File: config.mk
export PLATFORM = sky130hd
export DESIGN_NAME = pixel_dissolve
export DESIGN_NICKNAME = d
export VERILOG_FILES = /design/src/rtl/fade_pkg.sv /design/src/rtl/fade_rst_sync.sv /design/src/rtl/fade_frame_gate.sv /design/src/rtl/fade_rate_timer.sv /design/src/rtl/fade_addr_seq.sv /design/src/rtl/fade_write_stage.sv /design/src/rtl/pixel_dissolve.sv
export SDC_FILE = /design/constraint.sdc
export NUM_CORES = 1
export LEC_CHECK = 0
export ABC_CLOCK_PERIOD_IN_PS = 2700
export BUFFER_PORTS_ARGS = -buffer_cell sky130_fd_sc_hd__buf_2
export CORE_MARGIN = 3
export CORE_UTILIZATION = 35
export DETAILED_ROUTE_END_ITERATION = 8
export SLEW_MARGIN = 20
export SYNTH_ARGS = -nofsm -noshare
export SYNTH_HDL_FRONTEND = slang
export SYNTH_SLANG_ARGS = --single-unit
File: constraint.sdc
create_clock -name clk -period 2.7 [get_ports clk]
set_input_delay 0.54 -clock clk [delete_from_list [all_inputs] [get_ports clk]]
set_output_delay 0.54 -clock clk [all_outputs]
set_load 0.1 [all_outputs]
File: src/rtl/fade_pkg.sv
package fade_pkg;

  // Bits needed to hold values 0..n-1, never less than one.
  function automatic int unsigned cnt_width(input int unsigned n);
    return (n <= 2) ? 1 : $clog2(n);
  endfunction

endpackage

File: src/rtl/fade_rst_sync.sv
module fade_rst_sync (
  input  logic clk,
  input  logic rst_n,
  output logic rst_n_sync
);

  logic [1:0] sync_q;

  always_ff @(posedge clk or negedge rst_n) begin
    if (!rst_n) sync_q <= 2'b00;
    else        sync_q <= {sync_q[0], 1'b1};
  end

  assign rst_n_sync = sync_q[1];

endmodule

File: src/rtl/fade_frame_gate.sv
module fade_frame_gate #(
  parameter int unsigned WAIT_FRAMES = 300
) (
  input  logic clk,
  input  logic arst_n,
  input  logic frame_start,
  output logic active
);

  localparam int unsigned CW = fade_pkg::cnt_width(WAIT_FRAMES + 1);
  localparam logic [CW-1:0] LIMIT = CW'(WAIT_FRAMES);

  logic [CW-1:0] cnt_q, cnt_d;
  logic          at_limit;

  assign at_limit = (cnt_q == LIMIT);

  always_comb begin
    cnt_d = cnt_q;
    if (frame_start && !at_limit) cnt_d = cnt_q + 1'b1;
  end

  always_ff @(posedge clk or negedge arst_n) begin
    if (!arst_n) cnt_q <= '0;
    else         cnt_q <= cnt_d;
  end

  assign active = at_limit;

endmodule

File: src/rtl/fade_rate_timer.sv
module fade_rate_timer #(
  parameter int unsigned RATE = 2000
) (
  input  logic clk,
  input  logic arst_n,
  input  logic run,
  output logic tick
);

  localparam int unsigned CW = fade_pkg::cnt_width(RATE);
  localparam logic [CW-1:0] LAST = CW'(RATE - 1);

  logic [CW-1:0] cnt_q, cnt_d;
  logic          wrap;

  assign wrap = (cnt_q == LAST);

  always_comb begin
    if (!run)      cnt_d = '0;
    else if (wrap) cnt_d = '0;
    else           cnt_d = cnt_q + 1'b1;
  end

  always_ff @(posedge clk or negedge arst_n) begin
    if (!arst_n) cnt_q <= '0;
    else         cnt_q <= cnt_d;
  end

  assign tick = run && wrap;

endmodule

File: src/rtl/fade_addr_seq.sv
module fade_addr_seq #(
  parameter int unsigned LEN    = 15,
  parameter logic [LEN-1:0] TAPS = 15'b110000000000000,
  parameter logic [LEN-1:0] SEED = '1,
  parameter int unsigned PIXELS = 19200
) (
  input  logic           clk,
  input  logic           arst_n,
  input  logic           run,
  input  logic           advance,
  output logic [LEN-1:0] cur,
  output logic           cur_ok,
  output logic           zero_phase
);

  localparam logic [LEN-1:0] SEED_EFF = (SEED == '0) ? '1 : SEED;

  logic [LEN-1:0] cur_q, cur_d, nxt;
  logic           zero_q, zero_d;
  logic           feedback;
  logic           step;

  assign feedback = ^(cur_q & TAPS);
  assign nxt      = {cur_q[LEN-2:0], feedback};
  assign cur_ok   = (32'(cur_q) < PIXELS);

  // Step when the current value is consumed or must be skipped.
  assign step = run && !zero_q && (!cur_ok || advance);

  always_comb begin
    cur_d  = cur_q;
    zero_d = zero_q;
    if (step) begin
      cur_d = nxt;
      if (nxt == SEED_EFF) zero_d = 1'b1;
    end
  end

  always_ff @(posedge clk or negedge arst_n) begin
    if (!arst_n) begin
      cur_q  <= SEED_EFF;
      zero_q <= 1'b0;
    end else begin
      cur_q  <= cur_d;
      zero_q <= zero_d;
    end
  end

  assign cur        = cur_q;
  assign zero_phase = zero_q;

endmodule

File: src/rtl/fade_write_stage.sv
module fade_write_stage #(
  parameter int unsigned ADDR_W   = 15,
  parameter int unsigned PIX_BITS = 4,
  parameter logic [PIX_BITS-1:0] FADE_COLOR = 4'h7
) (
  input  logic                clk,
  input  logic                arst_n,
  input  logic                run,
  input  logic                tick,
  input  logic [ADDR_W-1:0]   cur_addr,
  input  logic                cur_ok,
  input  logic                zero_phase,
  output logic                advance,
  output logic                wr_en,
  output logic [ADDR_W-1:0]   wr_addr,
  output logic [PIX_BITS-1:0] wr_color,
  output logic                done
);

  logic                pend_q, pend_d;
  logic                en_q, en_d;
  logic [ADDR_W-1:0]   addr_q, addr_d;
  logic [PIX_BITS-1:0] color_q, color_d;
  logic                done_q, done_d;
  logic                want, fire;

  assign want    = pend_q || tick;
  assign fire    = run && want && (zero_phase || cur_ok);
  assign advance = fire && !zero_phase;

  always_comb begin
    pend_d  = run ? (want && !fire) : 1'b0;
    en_d    = fire;
    addr_d  = addr_q;
    color_d = color_q;
    done_d  = done_q;
    if (fire) begin
      addr_d  = zero_phase ? '0 : cur_addr;
      color_d = FADE_COLOR;
      if (zero_phase) done_d = 1'b1;
    end
  end

  always_ff @(posedge clk or negedge arst_n) begin
    if (!arst_n) begin
      pend_q  <= 1'b0;
      en_q    <= 1'b0;
      addr_q  <= '0;
      color_q <= '0;
      done_q  <= 1'b0;
    end else begin
      pend_q  <= pend_d;
      en_q    <= en_d;
      addr_q  <= addr_d;
      color_q <= color_d;
      done_q  <= done_d;
    end
  end

  assign wr_en    = en_q;
  assign wr_addr  = addr_q;
  assign wr_color = color_q;
  assign done     = done_q;

endmodule

File: src/rtl/pixel_dissolve.sv
module pixel_dissolve #(
  parameter int unsigned FB_WIDTH    = 160,
  parameter int unsigned FB_HEIGHT   = 120,
  parameter int unsigned PIX_BITS    = 4,
  parameter logic [PIX_BITS-1:0] FADE_COLOR = 4'h7,
  parameter int unsigned WAIT_FRAMES = 300,
  parameter int unsigned RATE        = 2000,
  parameter int unsigned LFSR_LEN    = 15,
  parameter logic [LFSR_LEN-1:0] LFSR_TAPS = 15'b110000000000000,
  parameter logic [LFSR_LEN-1:0] LFSR_SEED = '1,
  localparam int unsigned PIXELS = FB_WIDTH * FB_HEIGHT,
  localparam int unsigned ADDR_W = fade_pkg::cnt_width(PIXELS)
) (
  input  logic                clk,
  input  logic                rst_n,
  input  logic                frame_start,
  output logic                wr_en,
  output logic [ADDR_W-1:0]   wr_addr,
  output logic [PIX_BITS-1:0] wr_color,
  output logic                fade_done
);

  logic                arst_n;
  logic                active, run, tick, advance;
  logic [LFSR_LEN-1:0] cur;
  logic                cur_ok, zero_phase;
  logic                done;

  assign run       = active && !done;
  assign fade_done = done;

  fade_rst_sync u_rst (
    .clk        (clk),
    .rst_n      (rst_n),
    .rst_n_sync (arst_n)
  );

  fade_frame_gate #(.WAIT_FRAMES(WAIT_FRAMES)) u_gate (
    .clk         (clk),
    .arst_n      (arst_n),
    .frame_start (frame_start),
    .active      (active)
  );

  fade_rate_timer #(.RATE(RATE)) u_rate (
    .clk    (clk),
    .arst_n (arst_n),
    .run    (run),
    .tick   (tick)
  );

  fade_addr_seq #(
    .LEN    (LFSR_LEN),
    .TAPS   (LFSR_TAPS),
    .SEED   (LFSR_SEED),
    .PIXELS (PIXELS)
  ) u_seq (
    .clk        (clk),
    .arst_n     (arst_n),
    .run        (run),
    .advance    (advance),
    .cur        (cur),
    .cur_ok     (cur_ok),
    .zero_phase (zero_phase)
  );

  fade_write_stage #(
    .ADDR_W     (ADDR_W),
    .PIX_BITS   (PIX_BITS),
    .FADE_COLOR (FADE_COLOR)
  ) u_wr (
    .clk        (clk),
    .arst_n     (arst_n),
    .run        (run),
    .tick       (tick),
    .cur_addr   (cur[ADDR_W-1:0]),
    .cur_ok     (cur_ok),
    .zero_phase (zero_phase),
    .advance    (advance),
    .wr_en      (wr_en),
    .wr_addr    (wr_addr),
    .wr_color   (wr_color),
    .done       (done)
  );

endmodule

Yosys cells after proc, flatten, opt, wreduce, memory -nomap -nowiden
Cells that the tools add are included.
{ "totals": {"word_cells": 40, "register_bits": 57, "out_inout_bits": 21, "inputBits": 3} }
{ "classes": {"add_sub_neg": 2, "reduce_logical": 20, "eq_ne": 3, "n_lt_le_gt_ge": 1, "muxes": 4} }
{ "ops": {"columns": ["cell", "n"], "rows": [
  ["$mux 11", 2],
  ["$eq 15x15->1 const B", 1],
  ["$lt 15x15->1 const B", 1],
  ["$mux 15", 1],
  ["$reduce_xor 15->1", 1],
  ["$add 11x1->11 const B", 1],
  ["$eq 11x11->1 const B", 1],
  ["$add 9x1->9 const B", 1],
  ["$eq 9x9->1 const B", 1],
  ["$logic_and 1x1->1", 9],
  ["$logic_not 1->1", 5],
  ["$reduce_and 2->1", 2],
  ["$logic_or 1x1->1", 3],
  ["$mux 1", 1]
]} }

Longest topological paths before layout
Gate-level depths: netlist (run 1).
{ "depth": {"depth_word": 10, "mapped_depth": 9, "ltp_nobuf": 6} }

Modules after synthesis
A second synthesis (run 1) with hierarchy kept.
{ "unflattened": {"hier_cells": 218, "hier_area_um2": 2762.6} }
{ "by_module_without_submodules": {"columns": ["mod", "n_inst", "area_per_inst_um2", "cells_each", "seq_area_each_um2"], "rows": [
  ["fade_write_stage", 1, 880.8, 63, 475.5],
  ["fade_addr_seq", 1, 758.2, 49, 419.2],
  ["fade_rate_timer", 1, 591.8, 59, 275.3],
  ["fade_frame_gate", 1, 464.2, 43, 225.2],
  ["fade_rst_sync", 1, 53.8, 3, 50.0],
  ["pixel_dissolve", 1, 13.8, 1, 0.0]
]} }

Least setup slack after synthesis (run 1)
OpenSTA, ideal clock, no wires.
{ "synth_path": {"kind": "register to register", "startpoint": "reg u_gate.cnt_q[6]", "endpoint": "reg u_seq.cur_q[10], in the netlist u_seq.cur[10]", "path_stages_with_launch": 8, "setup_slack_ns": 0.419, "t_arrival_ns": 2.199, "t_required_ns": 2.618, "period_less_slack_ns": 2.281, "path_cell_list": "dfrtp_1 > or4b_4 > or3_1 > clkbuf_1 > a211o_1 > buf_4 > buf_6 > mux2_4"} }
{ "synth_between": {"elab_chain_cells": 9, "elab_cells_between_ends": 10, "cone_classes": "eq/ne (1); reduce/logical (9)"} }
{ "synth_rtl": {"columns": ["item", "line", "source"], "rows": [
  ["start, declared", "fade_frame_gate.sv:13", "logic [CW-1:0] cnt_q, cnt_d;"],
  ["start signal, assigned", "fade_frame_gate.sv:25", "else cnt_q <= cnt_d;"],
  ["$eq 9x9->1 *", "fade_frame_gate.sv:16", "assign at_limit = (cnt_q == LIMIT);"],
  ["$logic_and 1x1->1 *", "pixel_dissolve.sv:29", "assign run = active && !done;"],
  ["$logic_and 1x1->1", "fade_rate_timer.sv:29", "assign tick = run && wrap;"],
  ["$logic_or 1x1->1", "fade_write_stage.sv:27", "assign want = pend_q || tick;"],
  ["$logic_and 1x1->1 (2 in series)", "fade_write_stage.sv:28", "assign fire = run && want && (zero_phase || cur_ok);"],
  ["$logic_and 1x1->1", "fade_write_stage.sv:29", "assign advance = fire && !zero_phase;"],
  ["$logic_or 1x1->1", "fade_addr_seq.sv:28", "assign step = run && !zero_q && (!cur_ok || advance);"],
  ["$logic_and 1x1->1 *", "fade_addr_seq.sv:28", null],
  ["end signal, assigned", "fade_addr_seq.sv:44", "cur_q <= cur_d;"],
  ["end, declared", "fade_addr_seq.sv:18", "logic [LEN-1:0] cur_q, cur_d, nxt;"]
]} }
Mark *: on every way between the ends. The rest lies on a longest branch, timed or not.
A chain may end at the register's enable or synchronous reset.

Final worst setup path (run 1)
{ "layout_path": {"startpoint": "reg u_gate.cnt_q[6]", "endpoint": "reg u_seq.cur_q[5], in the netlist u_seq.cur[5]"} }
Same word-level chain as after synthesis.

==> results of run 1 <==
-- cell usage in the layout, fill, tap and decap left out, types with 2 or more instances in the layout --
cell and count:
nand3_1 2, a21o_1 2, and4_1 2, buf_2 22, clkbuf_8 12, dfstp_2 15, and3_1 3, nand3b_1 15
inv_1 7, nor2_1 16, or3_1 3, dfrtp_1 41, o211ai_2 10, nand4_1 10, o21ai_1 15, o211ai_1 6
mux2_1 5, nor4_1 2, mux2_4 9, nand2b_1 15, xor2_1 8, buf_4 8, nand2_1 6, o21ai_0 2
clkinvlp_4 2, ha_1 5, nor3_1 4, xnor2_1 9, conb_1 2
-- flip-flops by register name (all words and copies together), names as in the netlist --
signal,count
u_gate.cnt_q,9
u_rate.cnt_q,11
u_rst.sync_q,2
u_seq.cur,15
u_seq.zero_phase,1
u_wr.done,1
u_wr.pend_q,1
u_wr.wr_addr,15
u_wr.wr_color,1
u_wr.wr_en,1
-- through the flow --
step           utilization (%)  instances  hold slack [ns]  total power (W)
5_1_grt                  43.06        373           0.3597         0.002035
6_report                 43.06        373           0.3081         0.001928
3_5_place_dp             40.05        356           0.3299         0.001105
3_3_place_gp             40.05        356           0.3260         0.001104
4_1_cts                  43.06        373           0.3301         0.001965
2_1_floorplan                -        244           0.2444         0.001069
-- per-layer routing --
| metal | wire length (µm) | GRT usage, % |
|---|---|---|
| met5 | 0 | 0 |
| met4 | 95 | 4.976 |
| met2 | 2584 | 21.46 |
| met3 | 217 | 4.262 |
| met1 | 2614 | 17.18 |
-- worst paths after layout --
path / slack (ns) / cells after the start / startpoint / endpoint
setup / recovery: 0.19 / 4 / u_gate.cnt_q[6] / u_seq.cur[5]
hold / removal: 0.31 / 0 / u_rst.sync_q[1] / u_rate.cnt_q[1]
setup reg to reg: 0.19 / 4 / u_gate.cnt_q[6] / u_seq.cur[5]
hold reg to reg: 0.31 / 0 / u_rst.sync_q[1] / u_rate.cnt_q[1]
max in group asynchronous: 1.69 / 1 / u_rst.sync_q[1] / u_seq.cur[5]
min in group clk: 0.35 / 0 / u_rst.sync_q[0] / u_rst.sync_q[1]
-- what timing repair did --
action                                  CTS  global route
endpoints found under the hold margin     2             0
endpoints found under the setup margin    0             0
hold buffers                              1             0
-- power breakdown --
part           total [W]  switching [W]  internal [W]
logic           0.000123      0.0000622     0.0000604
registers       0.000967      0.0000629      0.000904
clock network   0.000838       0.000339      0.000500
-- area by class of cell --
class | count | area, µm²
sequential | 57 | 1446
tap | 99 | 123.9
fill | 700 | 4263
clock inverter | 4 | 50.05
clock buffer | 12 | 165.2
timing repair buffer | 31 | 180.2
multi-input combinational | 163 | 1231
inverter | 7 | 26.28
-- worst max-delay path: cells and delay by family (launching register included) --
family | cells | cell delay [ns]
AND/OR/NAND/NOR | 2 | 1.02
AO/OA/AOI/OAI | 1 | 0.57
multiplexers | 1 | 0.43
flip-flops | 1 | 0.40
-- kinds of logic (layout without fill, tap and decap cells) --
kind of cell	Yosys count	after routing	synth area share (%)
xor+xnor	17	17	5.322
simple gates	81	81	17.08
mux	15	15	7.200
compound gates	43	43	11.90
fa+ha+maj	5	5	2.236
flops	57	57	51.65
buf+inv	24	54	4.338
other cells	2	2	0.2684
==> impl_metrics.ini, run 1 <==
[critical_path]
max_stage_delay_ns = 0.57
endpoint_kind = flop
worst_path_max_delay_cell = a211o_1
worstSetupStartpointType = flop
cp_max_fo = 15
required_ns = 2.95
arrival_ns = 2.77
worst-setup-path-type = flop to flop
path_cells = or4b_4 > or3_1 > a211o_1 > mux2_1

[floorplan]
die_w_um = 95.41
io_pins = 24
core_mm2 = 0.007486
die_h_um = 95.41
dieArea_mm2 = 0.009102
num_rows = 31
start_util_pct = 37.37

[clock_network]
path_clk_slew_ns = 0.06
clk_latency_ns = 0.33
cts_buffers = 9
cts.path.max_buffers = 2
postCtsResizedCells = 0
htreeDepth = 3
tritoncts = yes
clock-root-buffer = clkbuf_8
numClockSinks = 57
cts_setup_buffers = 0

[timing]
relSlewSlack_pct = 48.67
max_freq_ghz = 0.3978
setup_tns_ns = 0
worstMarginPinSlew_ns = 0.7699
finClkSkew_ns = 0.008734
rsz0062_at_grt = false
fin_crit_sh_pct = 93.10
fin_ws_ns = 0.1864
slew_viol_final = 0
hold_viol = 0
setup_viol = 0
min_period_ns = 2.514

[layout]
final_cell_area_mm2 = 0.003223
num_antenna_cells = 0
area_delta_synth_final_pct = 15.21
drive_gt1_share_pct = 30.29
nets = 277

[drt]
ant_nets = 0
drc = 0
wl_per_cell_um = 14.77
vias_per_cell = 5.048
drtIter0Drc = 85
drtPass1Iterations = 4
wl_mm = 5.511
vias = 1883

[synthesis]
synth-edff-count = 0
synth_commonest_cells = dfrtp_1 (42), nor2_1 (16)
synth_most_common_cell = dfrtp_1
synthTopCellsByArea = dfrtp_1 (38%), dfstp_2 (14%), mux2_4 (4.8%)
synth_flop_cell = dfrtp_1
ys_ff_latch = 57
synth_top_area_share_pct = 37.57
syn_area_mm2 = 0.002798
ys_warn_count = 0
async_flop_share_pct = 100.0
synth_area_leader_cell = dfrtp_1
syn_nets = 252
syn_avg_cell_area_um2 = 11.47
netlist_instances = 244
ys_seq_area_share_pct = 51.65
synthDistinctLibCells = 41

[global_routing]
global_route.overflow_total = 0
grt_max_degree = 35
antenna_found_initial = 0
grt_util_all_layers_pct = 13.48
grt_pass1_vias = 1919
grt_first_pass_wirelength_mm = 9.425

[place]
port_buffers = 22
gp_congestion = 0.7786
place_ws_ns = 0.1825
place_area_mm2 = 0.002998
hpwlAfterDp_mm = 3.718

[pwr]
ir_worst_vdd_mv = 0.3596
power_density_mw_per_mm2 = 598.3
power.leakage_nw = 1.250

[worst_hold_path]
min_path_type = flop to asynchronous set/reset pin

[job]
cap_violations = 0

[run_status]
status = finished, final reports clean
(Power assumes the default switching activity.)
==> inputs of run 2 (changes only) <==
- CTS_BUF_LIST: default -> sky130_fd_sc_hd__clkbuf_4
==> impl_metrics.ini, run 2 (synthesis results as in run 1) <==
[floorplan]
io_pins = 24
core_mm2 = 0.007486
start_util_pct = 37.37
dieArea_mm2 = 0.009102
die_w_um = 95.41
die_h_um = 95.41
num_rows = 31

[pwr]
intPower_w = 0.001234
p_total_w = 0.001681
power.leakage_nw = 1.210
swShare_pct = 26.58
power_density_mw_per_mm2 = 536.1
seqPwrFrac_pct = 57.4
clockPowerShare_pct = 35.3
ir_worst_vdd_mv = 0.2181
switchingPower_w = 0.0004470
pwr-share-comb_pct = 7.3

[layout]
drive_gt1_share_pct = 29.20
nets = 277
num_antenna_cells = 0
final_common_cell = dfrtp_1
area_delta_synth_final_pct = 12.12
fillers = 718
final_util_pct = 41.90
final_cell_mix = dfrtp_1 (41), buf_2 (22), nor2_1 (16)

[clock_network]
htreeDepth = 3
cts.path.max_buffers = 2
cts_setup_buffers = 0
tritoncts = yes
clk_latency_ns = 0.41
numClockSinks = 57
cts_buffers = 9
path_clk_slew_ns = 0.10
clock-root-buffer = clkbuf_4

[timing]
setup_viol = 0
worstMarginPinSlew_ns = 0.7603
fin_crit_sh_pct = 92.77
slew_viol_final = 0
relSlewSlack_pct = 49.31
max_freq_ghz = 0.3992
min_period_ns = 2.505
hold_viol = 0
rsz0062_at_grt = false
finClkSkew_ns = 0.01436
setup_tns_ns = 0
holdWs_ns = 0.3119

[critical_path]
max_stage_delay_ns = 0.57
required_ns = 3.03
path_cells = or4b_4 > or3_1 > a211o_1 > mux2_1
worst-setup-path-type = flop to flop
cp_max_fo = 15
worstSetupStartpointType = flop
path_delay_family = simple AND/OR/NAND/NOR gates
arrival_ns = 2.83
worst-path-buf-inv = 0
worst_path_max_delay_cell = a211o_1
endpoint_kind = flop

[drt]
wl_mm = 5.483
wl_per_cell_um = 14.70
ant_nets = 0
drc = 0
drtPass1Iterations = 4
drtIter0Drc = 80
vias_per_cell = 5.019
vias = 1872

[run_status]
status = finished, final reports clean

[job]
cap_violations = 0

[global_routing]
grt_pass1_vias = 1903
global_route.overflow_total = 0
grt_util_all_layers_pct = 13.38
antenna_found_initial = 0
grt_max_degree = 35
grt_first_pass_wirelength_mm = 9.370

[place]
port_buffers = 22
hpwlAfterDp_mm = 3.718
gp_congestion = 0.7786

[worst_hold_path]
min_path_type = flop to asynchronous set/reset pin
run 2: power groups by stage:
stage               combinational (W)  clock (W)  sequential (W)
global placement             0.000121          0        0.000983
global route                 0.000145   0.000660        0.000980
CTS                          0.000125   0.000618        0.000967
detailed placement           0.000124          0        0.000981
floorplan                   0.0000977          0        0.000972
finish                       0.000123   0.000593        0.000966
run 2: cell type report:
cell class,count,area (µm²),area share (%)
clock inverters,7,61.31,1.955
well taps,99,123.9,3.949
clock buffers,9,67.56,2.154
repair buffers,31,180.2,5.744
inverters,7,26.28,0.8377
flip-flops and latches,57,1446,46.11
multi-input cells,163,1231,39.25
run 2: worst reg2reg max path, delay by kind of cell, from the launching register on:
| family | cells | cell delay, ns |
|---|---|---|
| muxes | 1 | 0.43 |
| AOI/OAI and AO/OA | 1 | 0.57 |
| and+or+nand+nor | 2 | 1.02 |
| DFF | 1 | 0.41 |
run 2: timing repair:
action | in CTS | in global routing
hold endpoints to repair | 2 | 0
hold buffers | 1 | 0
gates resized for setup | 0 | 0
run 2: path summary, 6_finish.rpt:
kind	start	slack, ns	cells past startpoint	end
max in group asynchronous	u_rst.sync_q[1]	1.68	1	u_seq.cur[5]
hold reg to reg	u_rst.sync_q[1]	0.31	0	u_wr.wr_addr[3]
setup / recovery	u_gate.cnt_q[6]	0.20	4	u_seq.cur[5]
hold / removal	u_rst.sync_q[1]	0.31	0	u_wr.wr_addr[3]
setup reg to reg	u_gate.cnt_q[6]	0.20	4	u_seq.cur[5]
min in group clk	u_rst.sync_q[0]	0.36	0	u_rst.sync_q[1]
run 2: metrics by stage:
stage	area [µm²]	setup WS (ns)	std cells
after floorplan	2798	0.4186	244
after global placement	2998	0.2522	356
after detailed placement	2998	0.1825	356
after CTS	3137	0.1619	373
after global routing	3137	0.09228	373
final	3137	0.1951	373
run 2: metal layers:
layer / global-route usage (%) / vias up / part of all wire, %
met5: 0 / - / 0
met3: 3.788 / 8 / 4.2
met1: 17.28 / 926 / 48
li1: - / 903 / -
met2: 20.82 / 35 / 46
met4: 6.043 / 0 / 1.5
